$ cat config.mk
export PLATFORM = sky130hd
export DESIGN_NAME = zs_unit
export DESIGN_NICKNAME = d
export VERILOG_FILES = /design/src/rtl/zs_pkg.sv /design/src/rtl/zs_stack.sv /design/src/rtl/zs_alu.sv /design/src/rtl/zs_div.sv /design/src/rtl/zs_unit.sv
export SDC_FILE = /design/constraint.sdc
export NUM_CORES = 1
export LEC_CHECK = 0
export BUFFER_PORTS_ARGS = -buffer_cell sky130_fd_sc_hd__buf_4
export CAP_MARGIN = 0
export CORE_MARGIN = 4
export CORE_UTILIZATION = 30
export CTS_CLUSTER_DIAMETER = 40
export DETAILED_ROUTE_END_ITERATION = 10
export PLACE_DENSITY = 0.42
export SKIP_CTS_REPAIR_TIMING = 1
export SKIP_LAST_GASP = 1
export SYNTH_ARGS = -nofsm -noshare
export SYNTH_HDL_FRONTEND = slang
export SYNTH_SLANG_ARGS = --single-unit
$ cat constraint.sdc
create_clock -name clk_i -period 11.2 [get_ports clk_i]
set_input_delay 0.56 -clock clk_i [delete_from_list [all_inputs] [get_ports clk_i]]
set_output_delay 0.56 -clock clk_i [all_outputs]
set_load 0.1 [all_outputs]
$ cat src/rtl/zs_pkg.sv
package zs_pkg;
  typedef enum logic [2:0] {
    OP_LOAD  = 3'd0,
    OP_STORE = 3'd1,
    OP_ADD   = 3'd2,
    OP_SUB   = 3'd3,
    OP_MUL   = 3'd4,
    OP_DIV   = 3'd5
  } zs_op_e;

  typedef enum logic [2:0] {
    S_IDLE,
    S_RD,
    S_CAP,
    S_WR,
    S_EXE,
    S_DIV,
    S_FIN
  } zs_state_e;
endpackage

$ cat src/rtl/zs_stack.sv
module zs_stack #(
  parameter int DW    = 16,
  parameter int DEPTH = 16,
  localparam int CW   = $clog2(DEPTH + 1)
) (
  input  logic          clk_i,
  input  logic          rst_ni,
  input  logic          push_i,
  input  logic          pop_i,
  input  logic          fold_i,
  input  logic [DW-1:0] wdata_i,
  output logic [DW-1:0] top_o,
  output logic [DW-1:0] next_o,
  output logic [CW-1:0] count_o,
  output logic          full_o,
  output logic          empty_o,
  output logic          pair_o
);
  logic [DW-1:0] ent_q [DEPTH];
  logic [CW-1:0] count_q;
  logic [CW-1:0] cnt_m1, cnt_m2;

  assign cnt_m1 = count_q - CW'(1);
  assign cnt_m2 = count_q - CW'(2);

  // push writes slot count; fold overwrites slot count-2
  always_ff @(posedge clk_i or negedge rst_ni) begin
    if (!rst_ni) begin
      for (int i = 0; i < DEPTH; i++) ent_q[i] <= '0;
    end else begin
      for (int i = 0; i < DEPTH; i++) begin
        if ((push_i && count_q == CW'(i)) || (fold_i && cnt_m2 == CW'(i)))
          ent_q[i] <= wdata_i;
      end
    end
  end

  always_ff @(posedge clk_i or negedge rst_ni) begin
    if (!rst_ni)              count_q <= '0;
    else if (push_i)          count_q <= count_q + CW'(1);
    else if (pop_i || fold_i) count_q <= cnt_m1;
  end

  always_comb begin
    top_o  = '0;
    next_o = '0;
    for (int i = 0; i < DEPTH; i++) begin
      if (cnt_m1 == CW'(i)) top_o  = ent_q[i];
      if (cnt_m2 == CW'(i)) next_o = ent_q[i];
    end
  end

  assign count_o = count_q;
  assign full_o  = (count_q == CW'(DEPTH));
  assign empty_o = (count_q == '0);
  assign pair_o  = (count_q >= CW'(2));
endmodule

$ cat src/rtl/zs_alu.sv
module zs_alu
  import zs_pkg::*;
#(
  parameter int DW = 16
) (
  input  logic [2:0]    op_i,
  input  logic [DW-1:0] top_i,
  input  logic [DW-1:0] next_i,
  output logic [DW-1:0] res_o
);
  // two's-complement wrap makes low bits sign-agnostic
  always_comb begin
    unique case (op_i)
      OP_ADD:  res_o = top_i + next_i;
      OP_SUB:  res_o = top_i - next_i;
      OP_MUL:  res_o = top_i * next_i;
      default: res_o = '0;
    endcase
  end
endmodule

$ cat src/rtl/zs_div.sv
module zs_div #(
  parameter int DW  = 16,
  localparam int NW = $clog2(DW + 1)
) (
  input  logic          clk_i,
  input  logic          rst_ni,
  input  logic          start_i,
  input  logic [DW-1:0] dividend_i,
  input  logic [DW-1:0] divisor_i,
  output logic          done_o,
  output logic [DW-1:0] quot_o
);
  logic          run_q, neg_q;
  logic [NW-1:0] cnt_q;
  logic [DW:0]   rem_q;
  logic [DW-1:0] quo_q, dvs_q;
  logic [DW-1:0] mag_a, mag_b;
  logic [DW:0]   shl, diff;

  assign mag_a = dividend_i[DW-1] ? -dividend_i : dividend_i;
  assign mag_b = divisor_i[DW-1]  ? -divisor_i  : divisor_i;

  assign shl  = {rem_q[DW-1:0], quo_q[DW-1]};
  assign diff = shl - {1'b0, dvs_q};

  always_ff @(posedge clk_i or negedge rst_ni) begin
    if (!rst_ni) begin
      run_q <= 1'b0;
      neg_q <= 1'b0;
      cnt_q <= '0;
      rem_q <= '0;
      quo_q <= '0;
      dvs_q <= '0;
    end else if (start_i) begin
      run_q <= 1'b1;
      neg_q <= dividend_i[DW-1] ^ divisor_i[DW-1];
      cnt_q <= NW'(DW);
      rem_q <= '0;
      quo_q <= mag_a;
      dvs_q <= mag_b;
    end else if (run_q) begin
      if (cnt_q != '0) begin
        cnt_q <= cnt_q - NW'(1);
        if (!diff[DW]) begin
          rem_q <= diff;
          quo_q <= {quo_q[DW-2:0], 1'b1};
        end else begin
          rem_q <= shl;
          quo_q <= {quo_q[DW-2:0], 1'b0};
        end
      end else begin
        run_q <= 1'b0;
      end
    end
  end

  assign done_o = run_q && (cnt_q == '0);
  assign quot_o = neg_q ? -quo_q : quo_q;
endmodule

$ cat src/rtl/zs_unit.sv
module zs_unit
  import zs_pkg::*;
#(
  parameter int DW    = 16,
  parameter int DEPTH = 16,
  parameter int AW    = 8
) (
  input  logic          clk_i,
  input  logic          rst_ni,
  input  logic          start_i,
  input  logic [2:0]    op_i,
  input  logic [AW-1:0] addr_i,
  output logic          ready_o,
  output logic          done_o,
  output logic          mem_re_o,
  output logic          mem_we_o,
  output logic [AW-1:0] mem_addr_o,
  output logic [DW-1:0] mem_wdata_o,
  input  logic [DW-1:0] mem_rdata_i,
  output logic          ovf_o,
  output logic          unf_o,
  output logic          dz_o
);
  localparam int CW = $clog2(DEPTH + 1);

  zs_state_e     state_q, state_d;
  logic [2:0]    op_q;
  logic [AW-1:0] addr_q;
  logic          ovf_q, unf_q, dz_q;
  logic          set_ovf, set_unf, set_dz;

  logic          stk_push, stk_pop, stk_fold;
  logic [DW-1:0] stk_wdata, stk_top, stk_next;
  logic [CW-1:0] stk_count;
  logic          stk_full, stk_empty, stk_pair;

  logic [DW-1:0] alu_res;
  logic          div_start, div_done;
  logic [DW-1:0] div_quot;

  zs_stack #(.DW(DW), .DEPTH(DEPTH)) u_stack (
    .clk_i   (clk_i),
    .rst_ni  (rst_ni),
    .push_i  (stk_push),
    .pop_i   (stk_pop),
    .fold_i  (stk_fold),
    .wdata_i (stk_wdata),
    .top_o   (stk_top),
    .next_o  (stk_next),
    .count_o (stk_count),
    .full_o  (stk_full),
    .empty_o (stk_empty),
    .pair_o  (stk_pair)
  );

  zs_alu #(.DW(DW)) u_alu (
    .op_i   (op_q),
    .top_i  (stk_top),
    .next_i (stk_next),
    .res_o  (alu_res)
  );

  zs_div #(.DW(DW)) u_div (
    .clk_i      (clk_i),
    .rst_ni     (rst_ni),
    .start_i    (div_start),
    .dividend_i (stk_top),
    .divisor_i  (stk_next),
    .done_o     (div_done),
    .quot_o     (div_quot)
  );

  // errors are decided at accept time, before any state changes
  always_comb begin
    state_d   = state_q;
    set_ovf   = 1'b0;
    set_unf   = 1'b0;
    set_dz    = 1'b0;
    div_start = 1'b0;
    unique case (state_q)
      S_IDLE: if (start_i) begin
        unique case (op_i)
          OP_LOAD: begin
            if (stk_full) begin set_ovf = 1'b1; state_d = S_FIN; end
            else state_d = S_RD;
          end
          OP_STORE: begin
            if (stk_empty) begin set_unf = 1'b1; state_d = S_FIN; end
            else state_d = S_WR;
          end
          OP_ADD, OP_SUB, OP_MUL: begin
            if (!stk_pair) begin set_unf = 1'b1; state_d = S_FIN; end
            else state_d = S_EXE;
          end
          OP_DIV: begin
            if (!stk_pair) begin
              set_unf = 1'b1;
              state_d = S_FIN;
            end else if (stk_next == '0) begin
              set_dz  = 1'b1;
              state_d = S_EXE;
            end else begin
              div_start = 1'b1;
              state_d   = S_DIV;
            end
          end
          default: state_d = S_FIN;
        endcase
      end
      S_RD:  state_d = S_CAP;
      S_CAP: state_d = S_FIN;
      S_WR:  state_d = S_FIN;
      S_EXE: state_d = S_FIN;
      S_DIV: if (div_done) state_d = S_FIN;
      S_FIN: state_d = S_IDLE;
      default: state_d = S_IDLE;
    endcase
  end

  always_ff @(posedge clk_i or negedge rst_ni) begin
    if (!rst_ni) begin
      state_q <= S_IDLE;
      op_q    <= '0;
      addr_q  <= '0;
      ovf_q   <= 1'b0;
      unf_q   <= 1'b0;
      dz_q    <= 1'b0;
    end else begin
      state_q <= state_d;
      if (state_q == S_IDLE && start_i) begin
        op_q   <= op_i;
        addr_q <= addr_i;
      end
      if (set_ovf) ovf_q <= 1'b1;
      if (set_unf) unf_q <= 1'b1;
      if (set_dz)  dz_q  <= 1'b1;
    end
  end

  // divide-by-zero reaches S_EXE where the alu yields zero for OP_DIV
  assign stk_push  = (state_q == S_CAP);
  assign stk_pop   = (state_q == S_WR);
  assign stk_fold  = (state_q == S_EXE) || (state_q == S_DIV && div_done);
  assign stk_wdata = (state_q == S_CAP) ? mem_rdata_i :
                     (state_q == S_EXE) ? alu_res : div_quot;

  assign ready_o     = (state_q == S_IDLE);
  assign done_o      = (state_q == S_FIN);
  assign mem_re_o    = (state_q == S_RD);
  assign mem_we_o    = (state_q == S_WR);
  assign mem_addr_o  = addr_q;
  assign mem_wdata_o = stk_top;
  assign ovf_o       = ovf_q;
  assign unf_o       = unf_q;
  assign dz_o        = dz_q;
endmodule

=== Word-level counts from Yosys, hierarchy flattened ===
Index checks and enable logic that the tools add are counted.

* Register bits: 333
* Latch bits: 0
* Bits in writable memories: 0
* Memory bits (read-only): 0
* Bits of input ports: 30
* Output and inout port bits: 31
* Memories: 0

* Add/subtract/negate cells: 10
* Multiply operators: 1
* Div/mod/pow operators: 0
* $lt $le $gt $ge: 1
* Equal/unequal tests: 62
* Shift-type cells: 0
* Multiplexer cells: 82
* Bitwise gates (word level): 1
* Reductions and logical operators: 69

{| class="wikitable"
|+ Operator list
! kind !! number
|-
| 16-bit two-way mux || 44
|-
| 5-bit by 4-bit equality test with 1-bit output, second input constant || 24
|-
| 5-bit by 3-bit equality test with 1-bit output, second input constant || 12
|-
| 16-bit negation || 3
|-
| 16-bit one-hot mux with 3 select lines || 1
|-
| 1-bit logical AND || 35
|-
| 5-bit by 2-bit equality test with 1-bit output, second input constant || 6
|-
| 5-bit two-way mux || 5
|-
| 3-bit one-hot mux with 4 select lines || 2
|-
| 1-bit two-way mux || 23
|-
| 5-bit logical NOT || 4
|-
| 3-bit by 2-bit equality test with 1-bit output, second input constant || 6
|-
| 3-bit equality test, second input constant || 6
|-
| 1-bit logical OR || 18
|-
| 17-bit by 16-bit subtractor with 17-bit output || 1
|-
| 16-bit adder || 1
|-
| 16-bit logical NOT || 1
|-
| 16-bit by 16-bit multiplier with 16-bit output || 1
|-
| 16-bit subtractor || 1
|-
| 5-bit by 1-bit equality test with 1-bit output, second input constant || 3
|-
| 3-bit two-way mux || 4
|-
| 5-bit by 1-bit subtractor with 5-bit output, second input constant || 2
|-
| 3-bit by 1-bit equality test with 1-bit output, second input constant || 2
|-
| 3-bit logical NOT || 2
|-
| 13 further kinds || 19
|}

=== Depth between registers and ports, before layout ===
* Depth after elaboration: 26
* Depth in mapped cells: 43
* Mapped depth without buffers: 36

=== Modules after synthesis ===
From an unflattened synthesis, not the netlist that was laid out.

* Cells, all modules: 2,894
* Area total of the unflattened synthesis: 26,664.3 um^2

{| class="wikitable"
|+ By module, submodules not included
! module !! instances !! cells each !! area an instance (um^2)
|-
| zs_stack || 1 || 1,616 || 15,974.1
|-
| zs_alu || 1 || 636 || 5,149.9
|-
| zs_div || 1 || 509 || 4,332.9
|-
| zs_unit || 1 || 133 || 1,207.4
|}

=== Least setup slack after synthesis ===
OpenSTA, ideal clock, no wires.

* Path type: register to register
* Start point: reg u_stack.count_q[2], in the netlist u_stack.count_o[2]
* End point: reg u_stack.ent_q[111] (netlist bit)
* Setup time: 0.125 ns
* Data arrival time: 10.175 ns
* Path slack: 0.900 ns
* Stages on the path, launching flop included: 35
* Buffers on the path: 4
* Period minus slack after synthesis: 10.300 ns
* Cells stage by stage: dfrtp_1 > buf_6 > clkbuf_1 > inv_1 > ha_1 > a21boi_2 > xnor2_2 > nor2_1 > clkbuf_1 > nand3_1 > o22ai_1 > a21oi_1 > o21ai_0 > a21oi_1 > inv_1 > or2_2 > fa_1 > fa_1 > inv_1 > fa_1 > fa_1 > inv_1 > fa_1 > fa_1 > xnor2_1 > xnor2_1 > xnor2_1 > xnor2_1 > xnor2_2 > xnor3_1 > xnor3_1 > xnor3_1 > o21ai_2 > buf_6 > mux2_2

* Word-level cells in the longest chain between the ends: 22
* Elaborated cells on any way between the ends: 76

{| class="wikitable"
|+ Ends and longest elaborated chain
! what !! line !! RTL
|-
| from (decl) || zs_stack.sv:20 || <nowiki>logic [CW-1:0] count_q;</nowiki>
|-
| from (signal assigned) || zs_stack.sv:40 || <nowiki>else if (push_i) count_q <= count_q + CW'(1);</nowiki>
|-
| from (signal assigned) || zs_stack.sv:41 || <nowiki>else if (pop_i || fold_i) count_q <= cnt_m1;</nowiki>
|-
| 5-bit by 1-bit subtractor with 5-bit output * || zs_stack.sv:23 || <nowiki>assign cnt_m1 = count_q - CW'(1);</nowiki>
|-
| 5-bit logical NOT || zs_stack.sv:48 || <nowiki>if (cnt_m1 == CW'(i)) top_o = ent_q[i];</nowiki>
|-
| 16-bit two-way mux (15 in series) || zs_stack.sv:48 ||
|-
| 16-bit two-way mux * || zs_stack.sv:48 ||
|-
| via mem_wdata_o[12] || zs_unit.sv:18 || <nowiki>output logic [DW-1:0] mem_wdata_o,</nowiki>
|-
| 16-bit by 16-bit multiplier with 16-bit output, or another cell as far along || zs_alu.sv:16 || <nowiki>OP_MUL: res_o = top_i * next_i;</nowiki>
|-
| 16-bit one-hot mux with 3 select lines * || zs_alu.sv:13 || <nowiki>unique case (op_i)</nowiki>
|-
| 16-bit two-way mux * || zs_unit.sv:145 || <nowiki>(state_q == S_EXE) ? alu_res : div_quot;</nowiki>
|-
| 16-bit two-way mux * || zs_unit.sv:144 || <nowiki>assign stk_wdata = (state_q == S_CAP) ? mem_rdata_i :</nowiki>
|-
| to (signal, indexed assignment) || zs_stack.sv:33 || <nowiki>ent_q[i] <= wdata_i;</nowiki>
|-
| to (decl) || zs_stack.sv:19 || <nowiki>logic [DW-1:0] ent_q [DEPTH];</nowiki>
|}

The timed path passes the listed nets; every way through them passes the cells marked *.
A chain may end at the register's enable or synchronous reset.

=== Worst setup path in the final report ===
* Start point: reg u_stack.count_q[0], in the netlist u_stack.count_o[0]
* End point: reg u_stack.ent_q[239] (netlist bit)

* Word-level cells in the longest chain between the ends: 22
* Elaborated cells on any way between the ends: 76

{| class="wikitable"
|+ Ends and longest elaborated chain
! what !! line
|-
| 5-bit by 1-bit subtractor with 5-bit output / 5-bit by 2-bit subtractor with 5-bit output (equally long branches) || zs_stack.sv:23, zs_stack.sv:24
|-
| 5-bit logical NOT (on tied branches) || zs_stack.sv:48, zs_stack.sv:49
|-
| 16-bit two-way mux (on tied branches) (16 in series) || zs_stack.sv:48, zs_stack.sv:49
|-
| 16-bit by 16-bit multiplier with 16-bit output, or another cell as far along || zs_alu.sv:16
|-
| 16-bit one-hot mux with 3 select lines || zs_alu.sv:13
|-
| 16-bit two-way mux || zs_unit.sv:145
|-
| 16-bit two-way mux || zs_unit.sv:144
|}

Parallel ways exist; a longest one is shown, timed or not.

==> results.sh <==
export IMPL_status="finished, final reports clean"
export IMPL_final_setup_viol_count=0
export IMPL_drt_wl_total_um=137000
export IMPL_finalHoldViolations=0
export IMPL_grt_pass1_wl_um=196000
export IMPL_synth_distinct_cells=105
export IMPL_ff2ff_setup_slack_ns=0.47
export IMPL_yosysTopAreaCell="dfrtp_1"
export IMPL_cts_made_buffers=73
export IMPL_synthArstFlopShare_pct=100
export IMPL_dr_pass1_iters=6
export IMPL_synth_top_area_share_pct=31.4
export IMPL_fin_area_sq_um=31900
export IMPL_crit_buf_inv=8
export IMPL_fin_hold_ws_ns=0.0473
export IMPL_hp_class="in -> async"
export IMPL_fin_crit_ns=10.73
export IMPL_clk_transition_reported_paths_ns=0.05
export IMPL_antenna_found_initial=2
export IMPL_root_buffer="clkbuf_16"
export IMPL_clk_latency_ns=0.62
export IMPL_h_tree_depth=3
export IMPL_r2r_start="u_stack.count_o[0]"
export IMPL_drc=0
export IMPL_drt_iter0_markers=3321
export IMPL_rr_worst_depth=34
export IMPL_cts_num_sinks=333
export IMPL_startpoint_type="register"
export IMPL_cp_num_cells=34
export IMPL_io_pin_count=61
export IMPL_yosys_warnings=0
export IMPL_synth_fp_nets=3267
export IMPL_wl_per_cell_um=31.2
export IMPL_place_congestion=0.981
export IMPL_layout_area_overhead_vs_synth_pct=20.3
export IMPL_final_common_cell="nand2_1"
export IMPL_syn_area_sq_um=26500
export IMPL_dieArea_sq_um=93200
export IMPL_synth_edf_count=0
export IMPL_nets=3385
export IMPL_overflow=0
export IMPL_drv_cap=0
export IMPL_fill_cells=8955
export IMPL_finClkSkew_ns=0.0191
export IMPL_cts_buffer_depth=3
export IMPL_grt_max_degree=142
export IMPL_layout_common_cells="nand2_1, dfrtp_1, buf_4"
export IMPL_final_setup_tns_ns=0
export IMPL_postPlaceCellArea_sq_um=29300
export IMPL_drive_gt1_share_pct=20.5
export IMPL_post_route_period_util_pct=95.8
export IMPL_cp_slowest_cell="nor3_2"
export IMPL_vias=26400
export IMPL_fmax_mhz=93.2
export IMPL_critPathCaptureType="register"
export IMPL_die_x_um=305
export IMPL_io_buffers=60
export IMPL_path_max_fanout=16
export IMPL_avgSynthCellArea_sq_um=8.67
export IMPL_chipHeight_um=305
export IMPL_netlist_instances=3058
export IMPL_start_util_pct=30.4
export IMPL_grt_util_all_layers_pct=28.6
export IMPL_cp_top_family="adder cells"
export IMPL_hpwl_um=102000
export IMPL_synth_area_top_cells="dfrtp_1, mux2_2, fa_1"
export IMPL_slew_violations=0
export IMPL_cp_arrival_ns=11.28
export IMPL_vias_per_cell=6.02
export IMPL_num_rows=108
export IMPL_critical_path_max_stage_delay_ns=0.72
export IMPL_ant_nets=0
export IMPL_worst_pin_slew_ns=1.19
export IMPL_synth_seq_area_share_pct=31.4
export IMPL_synth_seq_cells=333
export IMPL_cts_tree="done"
export IMPL_core_sq_um=87300
export IMPL_cp_required_ns=11.75
export IMPL_utilization_pct=36.5
export IMPL_crit_type="reg -> reg"
export IMPL_slew_limit_headroom_pct=20.6
export IMPL_regToRegEndpoint="u_stack.ent_q[239]"
export IMPL_grt_pass1_vias=25900
export IMPL_rsz0062_at_grt="no"
export IMPL_synthFlopType="dfrtp_1"
==> Yosys cell counts, types with 8 or more instances <==
| cell | count |
|---|---|
| a211oi_1 | 31 |
| a21o_1 | 12 |
| a21oi_1 | 134 |
| a221o_1 | 14 |
| a221oi_1 | 37 |
| a22o_1 | 8 |
| a22oi_1 | 47 |
| a2bb2oi_1 | 9 |
| a311oi_1 | 8 |
| a31oi_1 | 45 |
| a32oi_1 | 15 |
| and2_1 | 14 |
| and3_1 | 33 |
| buf_1 | 12 |
| buf_2 | 48 |
| buf_4 | 13 |
| buf_6 | 8 |
| clkbuf_1 | 140 |
| dfrtp_1 | 333 |
| fa_1 | 82 |
| ha_1 | 97 |
| inv_1 | 184 |
| mux2_2 | 156 |
| mux2i_1 | 17 |
| nand2_1 | 405 |
| nand2b_1 | 18 |
| nand3_1 | 60 |
| nand4_1 | 21 |
| nor2_1 | 234 |
| nor2b_1 | 31 |
| nor3_1 | 64 |
| nor4_1 | 15 |
| o211ai_1 | 26 |
| o21a_1 | 17 |
| o21ai_0 | 210 |
| o21bai_1 | 11 |
| o221ai_1 | 16 |
| o22ai_1 | 46 |
| o31ai_1 | 80 |
| o32ai_1 | 8 |
| or3_1 | 25 |
| xnor2_1 | 99 |
| xor2_1 | 12 |
==> cells by family after synthesis <==
group	after synthesis	synth area share, %
flops	333	31.4
buf+inv	410	6.44
mux	173	7.27
fa+ha+maj	179	10.8
compound gates	877	22.8
xor+xnor	122	4.46
simple gates	964	16.8
==> metrics by stage <==
step	setup slack, ns	std cells
floorplan	0.900	3058
finish	0.472	4393
global placement	0.914	4256
CTS	0.661	4391
global route	0.168	4391
detailed placement	0.762	4256
==> worst register-to-register path: cells and delay by family (launching register included) <==
family	cells	cell delay, ns
adders and majority gates	8	3.24
muxes	1	0.31
DFF	1	0.45
and+or+nand+nor	5	1.75
buffers and inverters	8	1.35
xor gates and xnor gates	4	1.21
AOI/OAI and AO/OA	8	2.34
==> worst max path at each step <==
stage	slack, ns	end	startpoint
2_1_floorplan	0.90	u_stack.ent_q[111]	u_stack.count_o[2]
3_3_place_gp	0.91	u_stack.ent_q[223]	u_stack.count_o[0]
3_5_place_dp	0.76	u_stack.ent_q[239]	u_stack.count_o[0]
4_1_cts	0.66	u_stack.ent_q[239]	u_stack.count_o[0]
5_1_grt	0.17	u_stack.ent_q[239]	u_stack.count_o[0]
6_report	0.47	u_stack.ent_q[239]	u_stack.count_o[0]
==> area by class of cell <==
| cell class | count | area, sq um | area share, % |
|---|---|---|---|
| diodes | 2 | 5.00 | 0.0157 |
| clock buffers | 90 | 2040 | 6.41 |
| clock inverters | 45 | 573 | 1.80 |
| inverters | 189 | 709 | 2.22 |
| multi-input cells | 2315 | 16700 | 52.4 |
| flip-flops and latches | 333 | 8330 | 26.1 |
| well taps | 1155 | 1450 | 4.53 |
| repair buffers | 264 | 2060 | 6.47 |
==> registers in the layout, summed over array words and instances, names as in the netlist, 3 cells and up <==
signal	cells
mem_addr_o	8
op_q	3
state_q	3
u_div.cnt_q	5
u_div.dvs_q	16
u_div.quo_q	16
u_div.rem_q	16
u_stack.count_o	5
u_stack.ent_q	256
==> routing by layer <==
metal / up-vias / share of wire [%] / track usage, %
li1: 11300 / - / -
met1: 13300 / 44 / 40.8
met2: 1493 / 42 / 41.8
met3: 336 / 9.1 / 6.33
met4: 2 / 4.9 / 11.7
met5: - / 0.012 / 0
Power is not shown: default switching activity piles up to over one toggle a cycle in this logic, so the estimate is an artifact.
